File: config.mk
export PLATFORM = sky130hd
export DESIGN_NAME = pm_clk_ctrl
export DESIGN_NICKNAME = d
export VERILOG_FILES = /design/src/rtl/pm_clk_pkg.sv /design/src/rtl/pm_ready_timer.sv /design/src/rtl/pm_sel_reg.sv /design/src/rtl/pm_mode_fsm.sv /design/src/rtl/pm_clk_ctrl.sv
export SDC_FILE = /design/constraint.sdc
export NUM_CORES = 1
export LEC_CHECK = 0
export ABC_AREA = 1
export BUFFER_PORTS_ARGS = -buffer_cell sky130_fd_sc_hd__buf_2
export CORE_AREA = 8 8 66 68
export CTS_CLUSTER_DIAMETER = 120
export DETAILED_ROUTE_END_ITERATION = 8
export DIE_AREA = 0 0 74 76
export PLACE_DENSITY = 0.73
export SLEW_MARGIN = 20
export SYNTH_ARGS = -nofsm -noshare
export SYNTH_HDL_FRONTEND = slang
export SYNTH_SLANG_ARGS = --single-unit
File: constraint.sdc
create_clock -name clk -period 2.06 [get_ports clk]
set_input_delay 0.309 -clock clk [delete_from_list [all_inputs] [get_ports clk]]
set_output_delay 0.309 -clock clk [all_outputs]
set_load 0.01 [all_outputs]
File: src/rtl/pm_clk_pkg.sv
package pm_clk_pkg;

  typedef enum logic [2:0] {
    ST_RUN_PRI  = 3'd0,
    ST_ENTER    = 3'd1,
    ST_IDLE_SEC = 3'd2,
    ST_WAKE_DLY = 3'd3,
    ST_RUN_SEC  = 3'd4,
    ST_SWAP     = 3'd5
  } pm_state_t;

  typedef struct packed {
    logic cpu_en;
    logic per_en;
    logic src_sec;
    logic pri_off;
    logic pri_stable;
    logic sec_active;
  } pm_outs_t;

  function automatic pm_outs_t outs_for(pm_state_t st);
    pm_outs_t o;
    case (st)
      ST_ENTER:    o = '{cpu_en:1'b0, per_en:1'b0, src_sec:1'b0, pri_off:1'b0, pri_stable:1'b1, sec_active:1'b0};
      ST_IDLE_SEC: o = '{cpu_en:1'b0, per_en:1'b1, src_sec:1'b1, pri_off:1'b1, pri_stable:1'b0, sec_active:1'b1};
      ST_WAKE_DLY: o = '{cpu_en:1'b0, per_en:1'b1, src_sec:1'b1, pri_off:1'b0, pri_stable:1'b0, sec_active:1'b1};
      ST_RUN_SEC:  o = '{cpu_en:1'b1, per_en:1'b1, src_sec:1'b1, pri_off:1'b0, pri_stable:1'b0, sec_active:1'b1};
      ST_SWAP:     o = '{cpu_en:1'b0, per_en:1'b0, src_sec:1'b1, pri_off:1'b0, pri_stable:1'b0, sec_active:1'b1};
      default:     o = '{cpu_en:1'b1, per_en:1'b1, src_sec:1'b0, pri_off:1'b0, pri_stable:1'b1, sec_active:1'b0};
    endcase
    return o;
  endfunction

endpackage

File: src/rtl/pm_ready_timer.sv
module pm_ready_timer #(
  parameter int COUNT = 16
) (
  input  logic clk,
  input  logic rst,
  input  logic run,
  output logic done
);
  localparam int W = $clog2(COUNT + 1);

  logic [W-1:0] cnt_q;

  assign done = (cnt_q == W'(COUNT));

  always_ff @(posedge clk) begin
    if (rst || !run) cnt_q <= '0;
    else if (!done)  cnt_q <= cnt_q + 1'b1;
  end
endmodule

File: src/rtl/pm_sel_reg.sv
module pm_sel_reg (
  input  logic       clk,
  input  logic       rst,
  input  logic       wr,
  input  logic [1:0] wdata,
  input  logic       sec_en,
  output logic [1:0] sel_q
);
  logic low_blocked;

  assign low_blocked = wdata[0] && !sec_en;

  always_ff @(posedge clk) begin
    if (rst) begin
      sel_q <= 2'b00;
    end else if (wr) begin
      sel_q[1] <= wdata[1];
      if (!low_blocked) sel_q[0] <= wdata[0];
    end
  end
endmodule

File: src/rtl/pm_mode_fsm.sv
module pm_mode_fsm
  import pm_clk_pkg::*;
(
  input  logic       clk,
  input  logic       rst,
  input  logic       idle_en,
  input  logic [1:0] sel,
  input  logic       sleep_cmd,
  input  logic       wake_evt,
  input  logic       sec_rdy,
  input  logic       pri_ready,
  input  logic       wake_done,
  output pm_state_t  state_q,
  output pm_outs_t   outs_q
);
  pm_state_t state_d;
  logic      sleep_ok;

  assign sleep_ok = sleep_cmd && idle_en && (sel == 2'b01);

  always_comb begin
    state_d = state_q;
    case (state_q)
      ST_RUN_PRI:  if (sleep_ok)  state_d = ST_ENTER;
      ST_ENTER:    if (sec_rdy)   state_d = ST_IDLE_SEC;
      ST_IDLE_SEC: if (wake_evt)  state_d = ST_WAKE_DLY;
      ST_WAKE_DLY: if (wake_done) state_d = ST_RUN_SEC;
      ST_RUN_SEC:  if (pri_ready) state_d = ST_SWAP;
      ST_SWAP:                    state_d = ST_RUN_PRI;
      default:                    state_d = ST_RUN_PRI;
    endcase
  end

  always_ff @(posedge clk) begin
    if (rst) begin
      state_q <= ST_RUN_PRI;
      outs_q  <= outs_for(ST_RUN_PRI);
    end else begin
      state_q <= state_d;
      outs_q  <= outs_for(state_d);
    end
  end
endmodule

File: src/rtl/pm_clk_ctrl.sv
module pm_clk_ctrl
  import pm_clk_pkg::*;
#(
  parameter int CLK_KHZ = 1000,
  parameter int WAKE_US = 10,
  parameter int PLL_US  = 2000,
  parameter int OST_CYC = 1024,
  parameter bit HAS_PLL = 1'b1
) (
  input  logic       clk,
  input  logic       rst,
  input  logic       idle_en,
  input  logic       sel_wr,
  input  logic [1:0] sel_wdata,
  input  logic       sec_osc_en,
  input  logic       sleep_cmd,
  input  logic       wake_evt,
  input  logic       pri_osc_rdy,
  input  logic       sec_osc_rdy,
  input  logic       pll_sel,
  output logic [1:0] mode_sel,
  output logic       cpu_clk_en,
  output logic       per_clk_en,
  output logic       clk_src_sel,
  output logic       pri_osc_off,
  output logic       pri_clk_stable,
  output logic       sec_clk_active
);
  localparam int WAKE_RAW = (CLK_KHZ * WAKE_US + 999) / 1000;
  localparam int PLL_RAW  = (CLK_KHZ * PLL_US + 999) / 1000;
  localparam int WAKE_CYC = (WAKE_RAW < 1) ? 1 : WAKE_RAW;
  localparam int PLL_CYC  = (PLL_RAW < 1) ? 1 : PLL_RAW;

  pm_state_t state_q;
  pm_outs_t  outs_q;
  logic      ost_done, pll_done, wake_done, pri_ready;

  pm_sel_reg u_sel (
    .clk(clk), .rst(rst), .wr(sel_wr), .wdata(sel_wdata),
    .sec_en(sec_osc_en), .sel_q(mode_sel)
  );

  pm_ready_timer #(.COUNT(WAKE_CYC)) u_wake_tmr (
    .clk(clk), .rst(rst), .run(state_q == ST_WAKE_DLY), .done(wake_done)
  );

  pm_ready_timer #(.COUNT(OST_CYC)) u_ost_tmr (
    .clk(clk), .rst(rst), .run(!outs_q.pri_off && pri_osc_rdy), .done(ost_done)
  );

  generate
    if (HAS_PLL) begin : g_pll
      pm_ready_timer #(.COUNT(PLL_CYC)) u_pll_tmr (
        .clk(clk), .rst(rst), .run(ost_done && pll_sel), .done(pll_done)
      );
      assign pri_ready = ost_done && (!pll_sel || pll_done);
    end else begin : g_no_pll
      assign pll_done  = 1'b1;
      assign pri_ready = ost_done && pll_done;
    end
  endgenerate

  pm_mode_fsm u_fsm (
    .clk(clk), .rst(rst), .idle_en(idle_en), .sel(mode_sel),
    .sleep_cmd(sleep_cmd), .wake_evt(wake_evt), .sec_rdy(sec_osc_rdy),
    .pri_ready(pri_ready), .wake_done(wake_done),
    .state_q(state_q), .outs_q(outs_q)
  );

  assign cpu_clk_en     = outs_q.cpu_en;
  assign per_clk_en     = outs_q.per_en;
  assign clk_src_sel    = outs_q.src_sec;
  assign pri_osc_off    = outs_q.pri_off;
  assign pri_clk_stable = outs_q.pri_stable;
  assign sec_clk_active = outs_q.sec_active;
endmodule

==> Yosys cells after proc, flatten, opt, wreduce, memory -nomap -nowiden <==
Cells that the tools add are included.
{ "totals": {"output_inout_bits": 8, "mem_bits_rw": 0, "reg_bits": 37, "mem_bits_ro": 0, "memories": 0, "latch_bits": 0, "in_bits": 12} }
{ "op_classes": {"n_addsub": 3, "n_shift": 0, "mul": 0, "n_mux": 7, "div_mod_pow": 0, "n_bitwise": 1, "order_cmp": 0, "eq_ne": 13, "n_reduce_logical": 18} }
{ "op_table": {"columns": ["op", "n"], "rows": [
  ["one-hot mux 6 bit (5 select lines)", 1],
  ["adder 11 x 1 -> 11 bit, second input constant", 2],
  ["equality test 11 bit, second input constant", 2],
  ["two-way mux 3 bit", 5],
  ["one-hot mux 3 bit (5 select lines)", 1],
  ["equality test 3 x 2 -> 1 bit, second input constant", 4],
  ["equality test 3 bit, second input constant", 3],
  ["equality test 3 x 1 -> 1 bit, second input constant", 2],
  ["logical AND 1 bit", 6],
  ["logical NOT 1 bit", 6],
  ["adder 4 x 1 -> 4 bit, second input constant", 1],
  ["equality test 4 bit, second input constant", 1],
  ["logical OR 1 bit", 4],
  ["logical NOT 3 bit", 1],
  ["equality test 2 x 1 -> 1 bit, second input constant", 1],
  ["AND reduction 2 bit", 1],
  ["inverter 1 bit", 1]
]} }

==> Depth between registers and ports, before layout <==
Gate-level depths: netlist of run 1.
{ "depth": {"ltp_word": 7, "ltp_mapped": 11, "depth_no_buf": 11} }

==> Hierarchy <==
A second synthesis of run 1 with hierarchy kept.
{ "hier_totals": {"cells_unflattened": 280, "hier_area_um2": 1893.1} }
{ "by_module_without_submodules": {"columns": ["module", "seq_area_each_um2", "area_per_inst_um2", "n_inst", "cells_per_inst"], "rows": [
  ["pm_ready_timer (g_pll.u_pll_tmr)", 220.2, 595.6, 1, 83],
  ["pm_ready_timer (u_ost_tmr)", 220.2, 595.6, 1, 92],
  ["pm_mode_fsm", 160.2, 369.1, 1, 53],
  ["pm_ready_timer (u_wake_tmr)", 80.1, 214.0, 1, 31],
  ["pm_sel_reg", 40.0, 80.1, 1, 12],
  ["pm_clk_ctrl", 0.0, 38.8, 1, 9]
]} }

==> Worst setup path after synthesis of run 1 <==
No wires, ideal clock.
{ "synth_path": {"path_kind": "reg-to-reg", "from": "reg u_ost_tmr.cnt_q[0]", "to": "reg g_pll.u_pll_tmr.cnt_q[6]", "path_stages_with_launch": 11, "n_path_buf": 0, "period_less_slack_ps": 1290, "slack_ps": 770, "setup_ps": 66, "arrival_ps": 1224, "t_required_ps": 1994, "path_cell_list": "dfxtp_1 > inv_1 > ha_1 > inv_1 > nor2_1 > nand2_1 > nor2_4 > nand3_4 > clkinv_4 > o21ai_2 > a21oi_2"} }
{ "synth_via": {"elab_chain_len": 4} }
{ "synth_rtl": {"columns": ["element", "line", "source"], "rows": [
  ["start: declaration", "pm_ready_timer.sv:11", "logic [W-1:0] cnt_q;"],
  ["start signal: assignment", "pm_ready_timer.sv:17", "else if (!done) cnt_q <= cnt_q + 1'b1;"],
  ["equality test 11 bit", "pm_ready_timer.sv:13", "assign done = (cnt_q == W'(COUNT));"],
  ["logical AND 1 bit", "pm_clk_ctrl.sv:54", ".clk(clk), .rst(rst), .run(ost_done && pll_sel), .done(pll_done)"],
  ["logical NOT 1 bit", "pm_ready_timer.sv:16", "if (rst || !run) cnt_q <= '0;"],
  ["logical OR 1 bit", "pm_ready_timer.sv:16", null],
  ["end signal: assignment", "pm_ready_timer.sv:17", null],
  ["end: declaration", "pm_ready_timer.sv:11", null]
]} }
Every way passes these cells.
A chain may end at the register's enable or synchronous reset.

==> Worst setup path in the final report of run 1 <==
{ "layout_path": {"from": "reg u_wake_tmr.cnt_q[0]", "to": "reg u_fsm.outs_q[3] (netlist name)"} }
{ "layout_via": {"elab_chain_len": 5, "elab_cells_between_ends": 9, "classes_between": "6 x eq/ne; 3 x mux"} }
{ "layout_rtl": {"columns": ["element", "line", "source"], "rows": [
  ["start: declaration", "pm_ready_timer.sv:11", null],
  ["start signal: assignment", "pm_ready_timer.sv:17", null],
  ["equality test 4 bit *", "pm_ready_timer.sv:13", null],
  ["two-way mux 3 bit *", "pm_mode_fsm.sv:27", "ST_WAKE_DLY: if (wake_done) state_d = ST_RUN_SEC;"],
  ["one-hot mux 3 bit (5 select lines) *", "pm_mode_fsm.sv:23", "case (state_q)"],
  ["equality test 3 bit, or another cell as far along", "pm_clk_pkg.sv:23", "case (st)"],
  ["one-hot mux 6 bit (5 select lines) *", "pm_clk_pkg.sv:23", null]
]} }
Mark *: on every way between the ends. The rest lies on a longest branch, timed or not.

==> flow_summary_export.csv, run 1 <==
group,metric,value,unit
global_route,grt.busiest_layer,"met2",
power,pwr-share-clk,0.347,
final_layout,fin_area,0.00195,sq mm
final_layout,mostFrequentLayoutCells,"dfxtp_1 (36), inv_1 (35), nand2_1 (35), nor2_1 (24), a21oi_1 (21)",
routing,num_vias,1457,
final_layout,finalNetCount,269,
setup_path,required,2.31,ns
synthesis,syn_area_per_cell,7.69,sq um
synthesis,synth_top_area_share,0.415,
place,detailed_place_hpwl,2510,um
power,p_seq_frac,0.611,
routing,dr.pass1.iters,4,
routing,wl,3160,um
routing,wire_per_inst,10.5,um
final_layout,drive_above_1_share,0.218,
setup_path,regToRegStartpoint,"u_wake_tmr.cnt_q[0]$_SDFFE_PP0N_",
synthesis,synthCells,226,
floorplan,die_x,74,um
floorplan,start_util,0.505,
setup_path,cp-end-kind,"flip-flop",
power,p_leak,0.000736,uW
clock_network,cts_hold_buf,0,
power,power_density,595,mW/mm^2
timing,tightest_slew,0.325,ns
power,p_sw,273,uW
setup_path,r2r-end,"u_fsm.outs_q[3]$_SDFF_PP0_",
synthesis,ys_seq_area_frac,0.415,
final_layout,diodes,0,
synthesis,yosys-top-cells-area,"dfxtp_1 (41%), inv_1 (7.6%), nand2_1 (7.6%), a21oi_1 (6.0%), nor2_1 (5.2%)",
place,dpl_cell_area,0.00189,sq mm
clock_network,cts_resized,0,
clock_network,htree_levels,2,
timing,max_slew_margin,0.783,
clock_network,cts_buffer_depth,2,
run_status,status,"finished, final reports clean",
clock_network,path_clk_slew,0.10,ns
min_path,min_delay_path_depth,2,
routing,drc,0,
power,ir_drop,342,uV
timing,setup_viol,0,
setup_path,worstRegToRegCells,11,
timing,hold_violations,0,
clock_network,cts_sinks,36,
setup_path,rrSetupSlack,0.58,ns
setup_path,crit_arrival,1.73,ns
floorplan,io_pins,20,
timing,skew,0.0134,ns
synthesis,yosys_warnings,0,
final_layout,regArea,721,sq um
setup_path,worst_setup_path_start_kind,"flip-flop",
clock_network,clock_latency,0.35,ns
floorplan,rows,22,
global_route,overflow,0,
place,portBuffers,19,
final_layout,final_common_cell,"dfxtp_1",
floorplan,core,0.00344,sq mm
global_route,antenna_found_initial,0,
global_route,grt_util_met3,0.0461,
min_path,min_path_type,"input pin to flip-flop",
synthesis,syn_area,0.00174,sq mm
timing,rsz0062_at_grt,"false",
run,maxCapViolations,0,
routing,drtIter0Drc,81,
global_route,first_global_vias,1369,
global_route,grt_use_total,0.129,
setup_path,crit_fanout,5,
power,power.total,1160,uW
global_route,use_met2,0.203,
timing,slew_viol_final,0,
final_layout,final_util,0.566,
routing,drtAntennaViolNets,0,
global_route,grt_max_degree,12,
synthesis,synth_cell_types,31,
min_path,min_to,"u_fsm.state_q[2]$_SDFF_PP0_",
final_layout,multi_input_area,862,sq um
setup_path,path_class,"flip-flop to flip-flop",
timing,tns,0,ns
global_route,use_met1,0.147,
timing,worst_slack,0.581,ns
final_layout,area_growth,12.0,%
synthesis,ys_seq_elements,36,
clock_network,numCtsBuffers,5,
synthesis,synthesis.nets,244,
floorplan,dieArea,0.00562,sq mm
synthesis,synth_largest_area_cell,"dfxtp_1",
power,power_frac_comb,0.043,
final_layout,nFillCells,333,
clock_network,cts_setup_buffers,0,
routing,viasPerCell,4.86,
timing,fmax,676,MHz
place,dp_slack,0.581,ns
power,p_sw_frac,0.236,
timing,min_period,1.48,ns
min_path,min_from,"rst",
clock_network,cts_tree,"done",
global_route,grt_pass1_wl,5870,um
place,globalplace.congestion,0.816,
floorplan,chipHeight,76,um
setup_path,startpoint,"u_wake_tmr.cnt_q[0]$_SDFFE_PP0N_",
timing,post-route-period-util,0.718,
power,p_int,886,uW
clock_network,root_buffer,"clkbuf_4",
## per-stage QoR
stage / hold WS [ns] / std cells
after floorplan: 0.390 / 226
after global placement: 0.446 / 292
after detailed placement: 0.452 / 292
after CTS: 0.163 / 300
after global routing: 0.162 / 300
final: 0.180 / 300
## layout make-up
class,count,share of cell area
clock buffers,6,0.0263
clock inverters,2,0.00514
flip-flops and latches,36,0.370
well taps,48,0.0308
inverters,38,0.0758
repair buffers,19,0.0488
multi-input cells,151,0.443
## flip-flops by register name (all words and copies together) (netlist names)
name / count
g_pll.u_pll_tmr.cnt_q: 11
u_fsm.state_q: 3
u_ost_tmr.cnt_q: 11
u_fsm.outs_q: 5
u_sel.sel_q: 2
u_wake_tmr.cnt_q: 4
## worst max path at each step
stage                                            endpoint  slack, ns  cells after the start
finish                         u_fsm.outs_q[3]$_SDFF_PP0_       0.58                     11
global route                   u_fsm.outs_q[3]$_SDFF_PP0_       0.38                     11
CTS                            u_fsm.outs_q[3]$_SDFF_PP0_       0.56                     11
detailed placement             u_fsm.outs_q[3]$_SDFF_PP0_       0.58                     11
global placement               u_fsm.outs_q[3]$_SDFF_PP0_       0.63                     11
floorplan           g_pll.u_pll_tmr.cnt_q[6]$_SDFFE_PP0N_       0.77                     10
## power by group through the flow
| stage | sequential [uW] | clock (uW) | combinational, uW |
|---|---|---|---|
| 3_5_place_dp | 723 | 0 | 50.3 |
| 5_1_grt | 709 | 447 | 56.5 |
| 6_report | 708 | 402 | 49.3 |
| 4_1_cts | 708 | 415 | 50.4 |
| 3_3_place_gp | 723 | 0 | 49.6 |
| 2_1_floorplan | 725 | 0 | 25.5 |
## layer usage
layer / wire length, um / part of all wire
met5: 0 / 0
met4: 69 / 0.022
met3: 134 / 0.042
met2: 1490 / 0.47
met1: 1470 / 0.46
## synth_stat cells
library cell	count
dfxtp_1	36
o21ai_2	3
nor3_1	8
nand4_2	1
nor3_2	3
nand4_1	6
nand2_1	35
inv_1	35
o21ai_1	1
ha_1	6
inv_2	2
and3_1	1
nor2_2	3
nand3_1	11
nand3_4	2
nor3_4	1
o21bai_1	1
or2_2	2
a21oi_1	21
xnor2_1	1
nor2_4	2
a21oi_2	3
nor2_1	24
buf_4	1
nand3b_1	1
nand3_2	2
o21ai_0	8
clkinv_4	1
a211oi_1	1
nand2_2	3
or2_0	1
## critical path: stages (launching register included)
cell     delay, ns
dfxtp_1       0.35
inv_1         0.08
ha_1          0.14
nand2_1       0.06
nor2_2        0.19
nor2_1        0.06
inv_1         0.08
nand2_1       0.10
nand2_1       0.10
inv_1         0.06
nor2_1        0.11
inv_1         0.05
## logic make-up after synthesis
| kind of cell | share of synthesized area |
|---|---|
| buffers and inverters | 0.0893 |
| AOI/OAI and AO/OA | 0.125 |
| and+or+nand+nor | 0.323 |
| DFF | 0.415 |
| adders and majority gates | 0.0432 |
| xor gates and xnor gates | 0.00504 |
Note: power is estimated with default switching activity, not from simulation.
==> run 2: changes to the inputs <==
- ABC_AREA: 1 -> 0
- CORE_AREA: 8 8 66 68 -> 8 8 63 65
- DIE_AREA: 0 0 74 76 -> 0 0 71 73
- PLACE_DENSITY: 0.73 -> 0.75
- clock period: 2.06 -> 1.4 ns (I/O delays scaled with it)
==> flow_summary_export.csv, run 2 <==
group,metric,value,unit
global_route,first_global_vias,1394,
timing,setup_viol,17,
min_path,min_delay_path_depth,3,
setup_path,r2r-end,"u_fsm.outs_q[4]$_SDFF_PP1_",
min_path,min_path_type,"input pin to flip-flop",
synthesis,yosys_warnings,0,
synthesis,ys_seq_elements,36,
synthesis,synth-xor-area-share,0.115,
synthesis,synth_top_family_by_area,"simple AND/OR/NAND/NOR gates",
synthesis,synth_most_common_cell,"dfxtp_1",
power,p_sw,401,uW
synthesis,synthArstFlopShare,0,
floorplan,io_pins,20,
synthesis,synthCells,172,
setup_path,crit_fanout,4,
place,globalplace.congestion,0.887,
synthesis,synth_edf_count,0,
routing,dr.pass1.iters,4,
synthesis,yosys-top-cells-area,"dfxtp_1 (45%), xor2_1 (8.2%), nor2_1 (6.8%), ha_1 (4.7%), xnor2_1 (3.3%)",
clock_network,numCtsBuffers,5,
floorplan,die_x,71,um
run_status,status,"finished, violations left",
global_route,grt_max_degree,13,
routing,drc,0,
clock_network,cts_tree,"done",
clock_network,root_buffer,"clkbuf_4",
global_route,grt_pass1_wl,6070,um
power,p_int,1810,uW
power,p_sw_frac,0.182,
setup_path,slowest_stage,"or4b_4",
clock_network,clock_latency,0.34,ns
run_status,failed_checks,"negative setup slack",
floorplan,start_util,0.543,
timing,post-route-period-util,1.22,
global_route,antenna_found_initial,0,
setup_path,crit_buf_inv,0,
final_layout,reg_top3,"g_pll.u_pll_tmr.cnt_q x11, u_ost_tmr.cnt_q x11, u_fsm.outs_q x5",
timing,fmax,585,MHz
clock_network,cts_buffer_depth,2,
final_layout,nFillCells,222,
floorplan,dieArea,0.00518,sq mm
setup_path,worst_setup_path_start_kind,"flip-flop",
timing,hold_violations,0,
power,power_frac_comb,0.036,
floorplan,chipHeight,73,um
setup_path,crit_family,"simple AND/OR/NAND/NOR gates",
routing,wire_per_inst,14.3,um
timing,slew_viol_final,0,
routing,num_vias,1384,
power,pwr-share-clk,0.493,
setup_path,cpPeakStageDelay,0.53,ns
setup_path,endpoint,"u_fsm.outs_q[4]$_SDFF_PP1_",
timing,skew,0.0102,ns
setup_path,required,1.63,ns
setup_path,crit_arrival,1.94,ns
final_layout,area_growth,38.6,%
place,dp_slack,-0.331,ns
final_layout,drive_above_1_share,0.389,
power,p_leak,0.000948,uW
final_layout,diodes,0,
place,place_inst,248,
setup_path,rrSetupSlack,-0.31,ns
run,maxCapViolations,0,
timing,worst_slack,-0.311,ns
setup_path,path_class,"flip-flop to flip-flop",
synthesis,syn_area,0.00160,sq mm
global_route,grt_use_total,0.147,
synthesis,synth_compound_area_frac,0.0585,
routing,viasPerCell,5.34,
routing,drtAntennaViolNets,0,
clock_network,path_clk_slew,0.11,ns
synthesis,synth_cell_types,40,
setup_path,regToRegStartpoint,"g_pll.u_pll_tmr.cnt_q[2]$_SDFFE_PP0N_",
final_layout,final_common_cell,"dfxtp_1",
place,portBuffers,19,
setup_path,worstRegToRegCells,4,
floorplan,core,0.00295,sq mm
routing,wl,3700,um
clock_network,cts_sinks,36,
synthesis,yosys_most_used_dff,"dfxtp_1",
setup_path,critical_path_cell_count,4,
synthesis,synthAdderAreaFrac,0.0468,
final_layout,final_cells,259,
synthesis,syn_area_per_cell,9.32,sq um
timing,rsz0062_at_grt,"true",
timing,min_period,1.71,ns
synthesis,synthesis.nets,190,
synthesis,synth_top_cells_by_count,"dfxtp_1 (36), nor2_1 (29), xor2_1 (15)",
clock_network,cts_hold_buf,0,
synthesis,synth_top_area_share,0.450,
setup_path,path_cells,"or4b_4 > or3_4 > a211oi_4 > o21bai_1",
power,power_density,994,mW/mm^2
place,detailed_place_hpwl,2620,um
timing,max_slew_margin,0.740,
power,p_seq_frac,0.471,
routing,drtIter0Drc,83,
global_route,overflow,0,
setup_path,startpoint,"g_pll.u_pll_tmr.cnt_q[2]$_SDFFE_PP0N_",
clock_network,htree_levels,2,
final_layout,mostFrequentLayoutCells,"dfxtp_1 (29), buf_4 (27), nor2_1 (22), buf_2 (19), xor2_1 (15)",
synthesis,synth.area.mux_share,0.0187,
synthesis,synth-simple-area-share,0.280,
timing,tightest_slew,0.389,ns
synthesis,synth_largest_area_cell,"dfxtp_1",
final_layout,finalNetCount,243,
power,ir_drop,746,uV
floorplan,rows,20,
synthesis,ys_seq_area_frac,0.450,
setup_path,cp-end-kind,"flip-flop",
==> run 2: cell count changes after synthesis, moves of 5 or more <==
cell / previous run / this run
nand2_1: 35 / 9
xnor2_1: 1 / 6
nor3_1: 8 / 1
inv_1: 35 / 6
o21ai_0: 8 / 0
a21oi_1: 21 / 6
xor2_1: 0 / 15
nor2_1: 24 / 29
==> run 2: timing repair <==
action,4_1_cts,5_1_grt
pin swaps,9,4
buffers inserted,0,2
resized for setup,17,14
cloned,1,0
endpoints found under the setup margin,17,20
==> run 2: worst min path at each step <==
stage / startpoint / endpoint / slack (ns)
4_1_cts: sel_wdata[1] / u_sel.sel_q[1]$_SDFFE_PP0P_ / 0.12
5_1_grt: sel_wdata[1] / u_sel.sel_q[1]$_SDFFE_PP0P_ / 0.14
3_5_place_dp: sel_wdata[1] / u_sel.sel_q[1]$_SDFFE_PP0P_ / 0.48
3_3_place_gp: sel_wdata[1] / u_sel.sel_q[1]$_SDFFE_PP0P_ / 0.46
6_report: sel_wdata[1] / u_sel.sel_q[1]$_SDFFE_PP0P_ / 0.13
2_1_floorplan: rst / u_sel.sel_q[1]$_SDFFE_PP0P_ / 0.28
==> run 2: final cells by class <==
cell class                      count  area [sq um]  share of cell area
Clock buffer                        5          37.5              0.0169
Clock inverter                      3          90.1              0.0405
Inverter                            6          22.5              0.0101
Multi-Input combinational cell    127           970               0.436
Sequential cell                    36           729               0.328
Tap cell                           33          41.3              0.0186
Timing Repair Buffer               49           332               0.149
==> run 2: kinds of logic after synthesis <==
family | after synthesis
flip-flops | 36
AO/OA/AOI/OAI | 13
buffers and inverters | 10
multiplexers | 3
adder cells (fa/ha/maj) | 6
XOR/XNOR | 21
AND/OR/NAND/NOR | 83
==> run 2: worst reg2reg max path: cells and delay by family, from the launching register on <==
kind            cells  cell delay (ns)
compound gates      2             0.36
flops               1             0.34
simple gates        2             0.90
==> run 2: per-stage QoR <==
step	hold WS (ns)	area, sq um	util	TNS (ns)	total power [uW]
after floorplan	0.282	1630	-	-2.80	1100
after global placement	0.458	1940	0.658	-2.78	1130
after detailed placement	0.479	1940	0.658	-3.66	1130
after CTS	0.119	2160	0.732	-2.19	2210
after global routing	0.138	2220	0.753	-3.22	2260
final	0.127	2220	0.753	-2.23	2210
==> run 2: per-layer routing <==
layer | GRT usage | share of wire | vias to the layer above | wire length, um
met5 | 0 | 0 | - | 0
met4 | 0.0670 | 0.027 | 0 | 101
met3 | 0.0467 | 0.037 | 11 | 138
met2 | 0.278 | 0.52 | 24 | 1940
met1 | 0.142 | 0.41 | 653 | 1520
li1 | - | - | 696 | -
==> run 2: power by group through the flow <==
stage / Combinational [uW] / Sequential, uW / Clock, uW
5_1_grt: 88.0 / 1040 / 1130
4_1_cts: 76.2 / 1040 / 1090
6_report: 80.1 / 1040 / 1090
3_3_place_gp: 69.2 / 1060 / 0
2_1_floorplan: 30.6 / 1070 / 0
3_5_place_dp: 71.6 / 1060 / 0
